===== src/rtl/eth_tx_pkg.sv =====
package eth_tx_pkg;
  typedef enum logic [2:0] {
    ST_IDLE,
    ST_PRE,
    ST_DATA,
    ST_FCS,
    ST_END
  } tx_state_e;

  localparam int          BYTE_W    = 8;
  localparam int          CRC_W     = 32;
  localparam logic [31:0] CRC_POLY  = 32'h04C1_1DB7;
  localparam logic [7:0]  PRE_BYTE  = 8'h55;
  localparam logic [7:0]  SFD_BYTE  = 8'hD5;
  localparam int          PRE_BYTES = 8;
endpackage


===== src/rtl/eth_tx_crc.sv =====
module eth_tx_crc #(
  parameter int             W    = 32,
  parameter logic [W-1:0]   POLY = 32'h04C1_1DB7
) (
  input  logic clk,
  input  logic rst_n,
  input  logic init_i,
  input  logic upd_i,
  input  logic bit_i,
  input  logic drain_i,
  output logic msb_o
);
  logic [W-1:0] crc_q, crc_d;
  logic         fb;

  always_comb begin
    fb    = crc_q[W-1] ^ bit_i;
    crc_d = crc_q;
    if (init_i)
      crc_d = '1;
    else if (upd_i)
      crc_d = {crc_q[W-2:0], 1'b0} ^ (fb ? POLY : '0);
    else if (drain_i)
      crc_d = {crc_q[W-2:0], 1'b1};
  end

  always_ff @(posedge clk or negedge rst_n) begin
    if (!rst_n) crc_q <= '1;
    else        crc_q <= crc_d;
  end

  assign msb_o = crc_q[W-1];
endmodule


===== src/rtl/eth_tx_bitcnt.sv =====
module eth_tx_bitcnt #(
  parameter int BPB  = 8,
  parameter int IDXW = 3
) (
  input  logic            clk,
  input  logic            rst_n,
  input  logic            run_i,
  input  logic            clr_idx_i,
  output logic            last_bit_o,
  output logic [IDXW-1:0] byte_idx_o
);
  localparam int BW = $clog2(BPB);
  localparam logic [BW-1:0] BIT_LAST = BW'(BPB - 1);

  logic [BW-1:0]   bit_q, bit_d;
  logic [IDXW-1:0] idx_q, idx_d;

  assign last_bit_o = run_i && (bit_q == BIT_LAST);
  assign byte_idx_o = idx_q;

  always_comb begin
    bit_d = '0;
    if (run_i) bit_d = last_bit_o ? '0 : bit_q + 1'b1;
    idx_d = idx_q;
    if (clr_idx_i)       idx_d = '0;
    else if (last_bit_o) idx_d = idx_q + 1'b1;
  end

  always_ff @(posedge clk or negedge rst_n) begin
    if (!rst_n) begin
      bit_q <= '0;
      idx_q <= '0;
    end else begin
      bit_q <= bit_d;
      idx_q <= idx_d;
    end
  end
endmodule


===== src/rtl/eth_tx_byte_seq.sv =====
module eth_tx_byte_seq
  import eth_tx_pkg::*;
#(
  parameter int DW = BYTE_W
) (
  input  logic          clk,
  input  logic          rst_n,
  input  logic          tx_req_i,
  input  logic [DW-1:0] tx_data_i,
  input  logic          tx_eod_i,
  input  logic          crc_en_i,
  input  logic          crc_inv_i,
  output logic          tx_en_o,
  output logic          txd_o,
  output logic          load_o,
  output logic          byte_o,
  output logic          eop_o
);
  localparam int IDXW = $clog2(PRE_BYTES);
  localparam int FCS_BYTES = CRC_W / DW;
  localparam logic [IDXW-1:0] IDX_SFD  = IDXW'(PRE_BYTES - 1);
  localparam logic [IDXW-1:0] IDX_LPRE = IDXW'(PRE_BYTES - 2);
  localparam logic [IDXW-1:0] IDX_LFCS = IDXW'(FCS_BYTES - 1);

  tx_state_e       state_q, state_d;
  logic [DW-1:0]   sh_q, sh_d;
  logic            eod_seen_q, eod_seen_d;
  logic            fcs_en_q, fcs_en_d;
  logic            fcs_inv_q, fcs_inv_d;
  logic            run, clr_idx, last_bit, eod_now, crc_msb;
  logic [IDXW-1:0] idx;

  eth_tx_bitcnt #(.BPB(DW), .IDXW(IDXW)) i_bitcnt (
    .clk        (clk),
    .rst_n      (rst_n),
    .run_i      (run),
    .clr_idx_i  (clr_idx),
    .last_bit_o (last_bit),
    .byte_idx_o (idx)
  );

  eth_tx_crc #(.W(CRC_W), .POLY(CRC_POLY)) i_crc (
    .clk     (clk),
    .rst_n   (rst_n),
    .init_i  (state_q == ST_IDLE),
    .upd_i   (state_q == ST_DATA),
    .bit_i   (sh_q[0]),
    .drain_i (state_q == ST_FCS),
    .msb_o   (crc_msb)
  );

  assign run     = (state_q == ST_PRE) || (state_q == ST_DATA) || (state_q == ST_FCS);
  assign eod_now = eod_seen_q || tx_eod_i;
  assign load_o  = last_bit && (((state_q == ST_PRE) && (idx == IDX_SFD)) ||
                                ((state_q == ST_DATA) && !eod_now));
  assign byte_o  = last_bit && ((state_q == ST_DATA) || (state_q == ST_FCS));
  assign tx_en_o = run;
  assign eop_o   = (state_q == ST_END);
  assign txd_o   = run && ((state_q == ST_FCS) ? (crc_msb ^ !fcs_inv_q) : sh_q[0]);

  always_comb begin
    state_d    = state_q;
    sh_d       = sh_q;
    clr_idx    = 1'b0;
    fcs_en_d   = fcs_en_q;
    fcs_inv_d  = fcs_inv_q;
    eod_seen_d = 1'b0;
    unique case (state_q)
      ST_IDLE: begin
        if (tx_req_i) begin
          state_d   = ST_PRE;
          sh_d      = PRE_BYTE;
          clr_idx   = 1'b1;
          fcs_en_d  = crc_en_i;
          fcs_inv_d = crc_inv_i;
        end
      end
      ST_PRE: begin
        sh_d = sh_q >> 1;
        if (last_bit) begin
          if (idx == IDX_SFD) begin
            sh_d    = tx_data_i;
            state_d = ST_DATA;
            clr_idx = 1'b1;
          end else if (idx == IDX_LPRE) begin
            sh_d = SFD_BYTE;
          end else begin
            sh_d = PRE_BYTE;
          end
        end
      end
      ST_DATA: begin
        sh_d       = sh_q >> 1;
        eod_seen_d = eod_now && !last_bit;
        if (last_bit) begin
          if (eod_now) begin
            state_d = fcs_en_q ? ST_FCS : ST_END;
            clr_idx = 1'b1;
          end else begin
            sh_d = tx_data_i;
          end
        end
      end
      ST_FCS: begin
        if (last_bit && (idx == IDX_LFCS)) state_d = ST_END;
      end
      ST_END:  state_d = ST_IDLE;
      default: state_d = ST_IDLE;
    endcase
  end

  always_ff @(posedge clk or negedge rst_n) begin
    if (!rst_n) begin
      state_q    <= ST_IDLE;
      sh_q       <= '0;
      eod_seen_q <= 1'b0;
      fcs_en_q   <= 1'b0;
      fcs_inv_q  <= 1'b0;
    end else begin
      state_q    <= state_d;
      sh_q       <= sh_d;
      eod_seen_q <= eod_seen_d;
      fcs_en_q   <= fcs_en_d;
      fcs_inv_q  <= fcs_inv_d;
    end
  end
endmodule


===== config.mk =====
export PLATFORM = sky130hd
export DESIGN_NAME = eth_tx_byte_seq
export DESIGN_NICKNAME = d
export VERILOG_FILES = /design/src/rtl/eth_tx_pkg.sv /design/src/rtl/eth_tx_crc.sv /design/src/rtl/eth_tx_bitcnt.sv /design/src/rtl/eth_tx_byte_seq.sv
export SDC_FILE = /design/constraint.sdc
export NUM_CORES = 1
export LEC_CHECK = 0
export BUFFER_PORTS_ARGS = -buffer_cell sky130_fd_sc_hd__buf_2
export CAP_MARGIN = 10
export CELL_PAD_IN_SITES_DETAIL_PLACEMENT = 0
export CELL_PAD_IN_SITES_GLOBAL_PLACEMENT = 1
export CORE_UTILIZATION = 51
export DETAILED_ROUTE_END_ITERATION = 6
export GPL_TIMING_DRIVEN = 1
export PLACE_DENSITY_LB_ADDON = 0.08
export RECOVER_POWER = 100
export SLEW_MARGIN = 20
export SYNTH_ARGS = -nofsm -noshare
export SYNTH_HDL_FRONTEND = slang
export SYNTH_SLANG_ARGS = --single-unit

===== constraint.sdc =====
create_clock -name clk -period 3.8 [get_ports clk]
set_input_delay 0.19 -clock clk [delete_from_list [all_inputs] [get_ports clk]]
set_output_delay 0.19 -clock clk [all_outputs]
set_load 0.1 [all_outputs]

==> key figures <==
Routing
  • Vias per cell: 6.06
  • WL final: 4.86 mm
  • # DRC: 0
  • Length of the first detailed-routing pass in iterations: 4
  • Routed len/inst: about 17 um
  • Vias: 1783
  • Initial DRC Count: 112
  • Remaining antenna violation count: 0

Layout
  • Final Core Density: 58.5%
  • Commonest non-fill, non-tap cell in the layout: dfstp_2
  • Nets: 261
  • Layout cells sized above 1: 26.0%
  • Antenna cell count: 0
  • Commonest cells after routing, fill and taps aside: dfstp_2, nor2_1, dfrtp_1
  • Area Overhead vs Synth: 6.85%
  • Register area: 1340 sq um
  • Finished Layout Cells: 294
  • Area of the multi-input gates: 1030 sq um
  • Layout filler cell count: 380

GRT
  • Vias in the first global route: 1734
  • First-pass GRT wire length: 8.45 mm
  • Pin count of the biggest net entering global routing: 53
  • Antenna violations before repair: 0
  • Gr ovfl total: 0
  • GRT Overall Usage: 21.4%

Synth
  • Top_reg_cell synth: dfstp_2
  • Synthesis Warnings: 0
  • FF+latch count, synth: 52
  • Sequential element share of the synthesized area: 54.4%
  • Post-synth EDFFs: 0
  • Mean Syn Cell Area: roughly 11 sq um
  • Mapped Nets: 248
  • Gate count of the mapped netlist: 228
  • Ys async rst share: 100%
  • Syn Std Cell Area: 2460 sq um
  • Netlist cell types: 43

Placed design
  • DP HPWL: about 3.2 mm
  • Final RePlAce weighted congestion: 0.853
  • Dpl cells: 286
  • # port buffers: 18

Clocking
  • Clock Tree Buf Depth: 2
  • Resized cells post-CTS: 0
  • Cts hold-fix bufs: 0
  • Clk pin slew, worst setup/hold paths: 0.09 ns
  • H-tree lvl count: 2
  • Clock Latency Late Sink: roughly 0.30 ns
  • Setup bufs post-CTS: 0
  • Cts bufs inserted: 5
  • CTS tree: done
  • Clk root buf: clkbuf_8
  • Clock Sinks: 52

Worst hold path
  • Min-Delay Path Class: input pin to flip-flop

STA
  • Fin Setup TNS: 0 ns
  • Final hold vios: 0
  • RSZ-0062 raised after global routing: false
  • Slew headroom: -79.3%
  • Clk_skew: between 0.003 and 0.004 ns
  • Slew Limit Fails: 122
  • Min Tclk post-route: around 3.1 ns
  • Crit share post-route: between 80 and 90%
  • Final setup vio count: 0
  • F_max: around 320 MHz
  • Slew @ Worst Pin: around 2.7 ns

Run status
  • Status: finished with violations
  • Violated checks: max-capacitance violations, max-slew violations

Setup path
  • Critical Path Source Type: flip-flop
  • Setup crit end kind: primary output
  • CP Class: flip-flop to primary output
  • Crit path DAT: 2.91 ns
  • Crit-path max FO: 19
  • Critical path data required time: 3.61 ns

Power and ir drop
  • Register share of total power: 44.4%
  • Net switching power: approximately 0.94 mW
  • P per Cell Area: 826 nW/um^2
  • VDD IR max: 0.000439 V
  • Leakage: 1.01 nW
  • Clk network pwr share: 14.3%
  • Internal power: 1.23 mW
  • Switching share of total power: 43.4%
  • Power Total: 2.18 mW
  • Share of total power in combinational logic: 41.4%

Floorplan
  • IO Count: 19
  • # rows: 24
  • Die Area: 5120 sq um
  • Initial Utilization: 54.7%
  • DIE HEIGHT: 71.5 um
  • Die width: 71.5 um
  • CORE AREA: 4500 sq um

Flow run
  • Max Cap Viol: 3
==> cell usage after synthesis, drive strengths merged (2+ instances only) <==
master / instances / area, sq um
dfstp: 32 / 841
nor2: 28 / 105
dfrtp: 20 / 500
nor3: 19 / 106
o22a: 18 / 158
a211oi: 14 / 105
buf: 12 / 68.8
a21oi: 9 / 45.0
nand2: 9 / 33.8
ha: 6 / 75.1
a31oi: 5 / 31.3
inv: 5 / 18.8
o21ai: 5 / 25.0
a221o: 4 / 40.0
a22oi: 4 / 30.0
and2: 4 / 25.0
and3: 3 / 20.0
mux2: 3 / 33.8
nand2b: 3 / 18.8
nor4: 3 / 18.8
or2: 3 / 18.8
and2b: 2 / 16.3
clkbuf: 2 / 7.51
nor2b: 2 / 12.5
xnor2: 2 / 17.5
==> critical path, stage by stage (launching register included) <==
cell and delay, ns:
dfrtp_1 0.74, nor2_1 0.24, or2_2 0.39, nor2_1 0.33
clkbuf_1 0.91
==> per-stage QoR <==
stage	worst slack (ns)	cell area (sq um)	hold WS (ns)
CTS	1.15	2650	0.00794
detailed placement	1.49	2560	0.337
floorplan	0.875	2460	-0.106
global placement	1.56	2560	0.320
finish	0.701	2630	0.118
global route	0.566	2630	0.115
==> logic make-up (layout without fill, tap and decap cells) <==
| group | after synthesis | in the layout | share of synthesized area [%] |
|---|---|---|---|
| AND/OR/NAND/NOR | 79 | 79 | 16.1 |
| AO/OA/AOI/OAI | 65 | 65 | 19.7 |
| flip-flops | 52 | 52 | 54.4 |
| buffers and inverters | 19 | 33 | 3.86 |
| adder cells (fa/ha/maj) | 6 | 6 | 3.05 |
| multiplexers | 4 | 4 | 1.78 |
| XOR/XNOR | 3 | 3 | 1.07 |
==> sequential cells by signal, indices dropped and copies added, names as in the netlist <==
register and flops:
fcs_en_q 1, i_bitcnt.byte_idx_o 3, i_bitcnt.bit_q 3, state_q 3
fcs_inv_q 1, eod_seen_q 1, i_crc.crc_q 32, sh_q 8
==> routing by layer <==
layer / up-vias / GRT usage [%] / share of wire (%)
li1: 861 / - / -
met1: 875 / 30.7 / 48
met2: 37 / 32.9 / 47
met3: 10 / 4.64 / 3.6
met4: 0 / 6.75 / 1.8
met5: - / 0 / 0
==> worst paths after layout <==
path                                                   from                          end  slack, ns  depth (start not counted)
worst max-delay path                 state_q[0]$_DFFE_PN0P_                       load_o       0.70                          4
worst min-delay path                              crc_inv_i        fcs_inv_q$_DFFE_PN0P_       0.12                          2
worst max register to register       state_q[1]$_DFFE_PN0P_   i_crc.crc_q[5]$_DFFE_PN1P_       0.89                          4
worst min register to register  i_bitcnt.bit_q[0]$_DFF_PN0_  i_bitcnt.bit_q[0]$_DFF_PN0_       0.46                          1
max in group asynchronous                             rst_n          sh_q[7]$_DFFE_PN0P_       1.46                          2
min in group asynchronous                             rst_n       state_q[0]$_DFFE_PN0P_       0.84                          2
==> cell type report <==
class | instances | area share [%]
clock buffer | 6 | 2.76
sequential | 52 | 50.9
tap | 52 | 2.47
clock inverter | 2 | 0.570
multi-input combinational | 157 | 39.0
inverter | 5 | 0.713
timing repair buffer | 20 | 3.52
==> power by group through the flow <==
| stage | combinational (mW) | clock (mW) | sequential (mW) |
|---|---|---|---|
| 2_1_floorplan | 0.815 | 0 | 0.892 |
| 3_3_place_gp | 0.876 | 0 | 0.960 |
| 3_5_place_dp | 0.911 | 0 | 0.972 |
| 4_1_cts | 0.914 | 0.321 | 0.964 |
| 5_1_grt | 0.987 | 0.345 | 0.994 |
| 6_report | 0.900 | 0.311 | 0.965 |
Power figures use the tool's default switching activity.
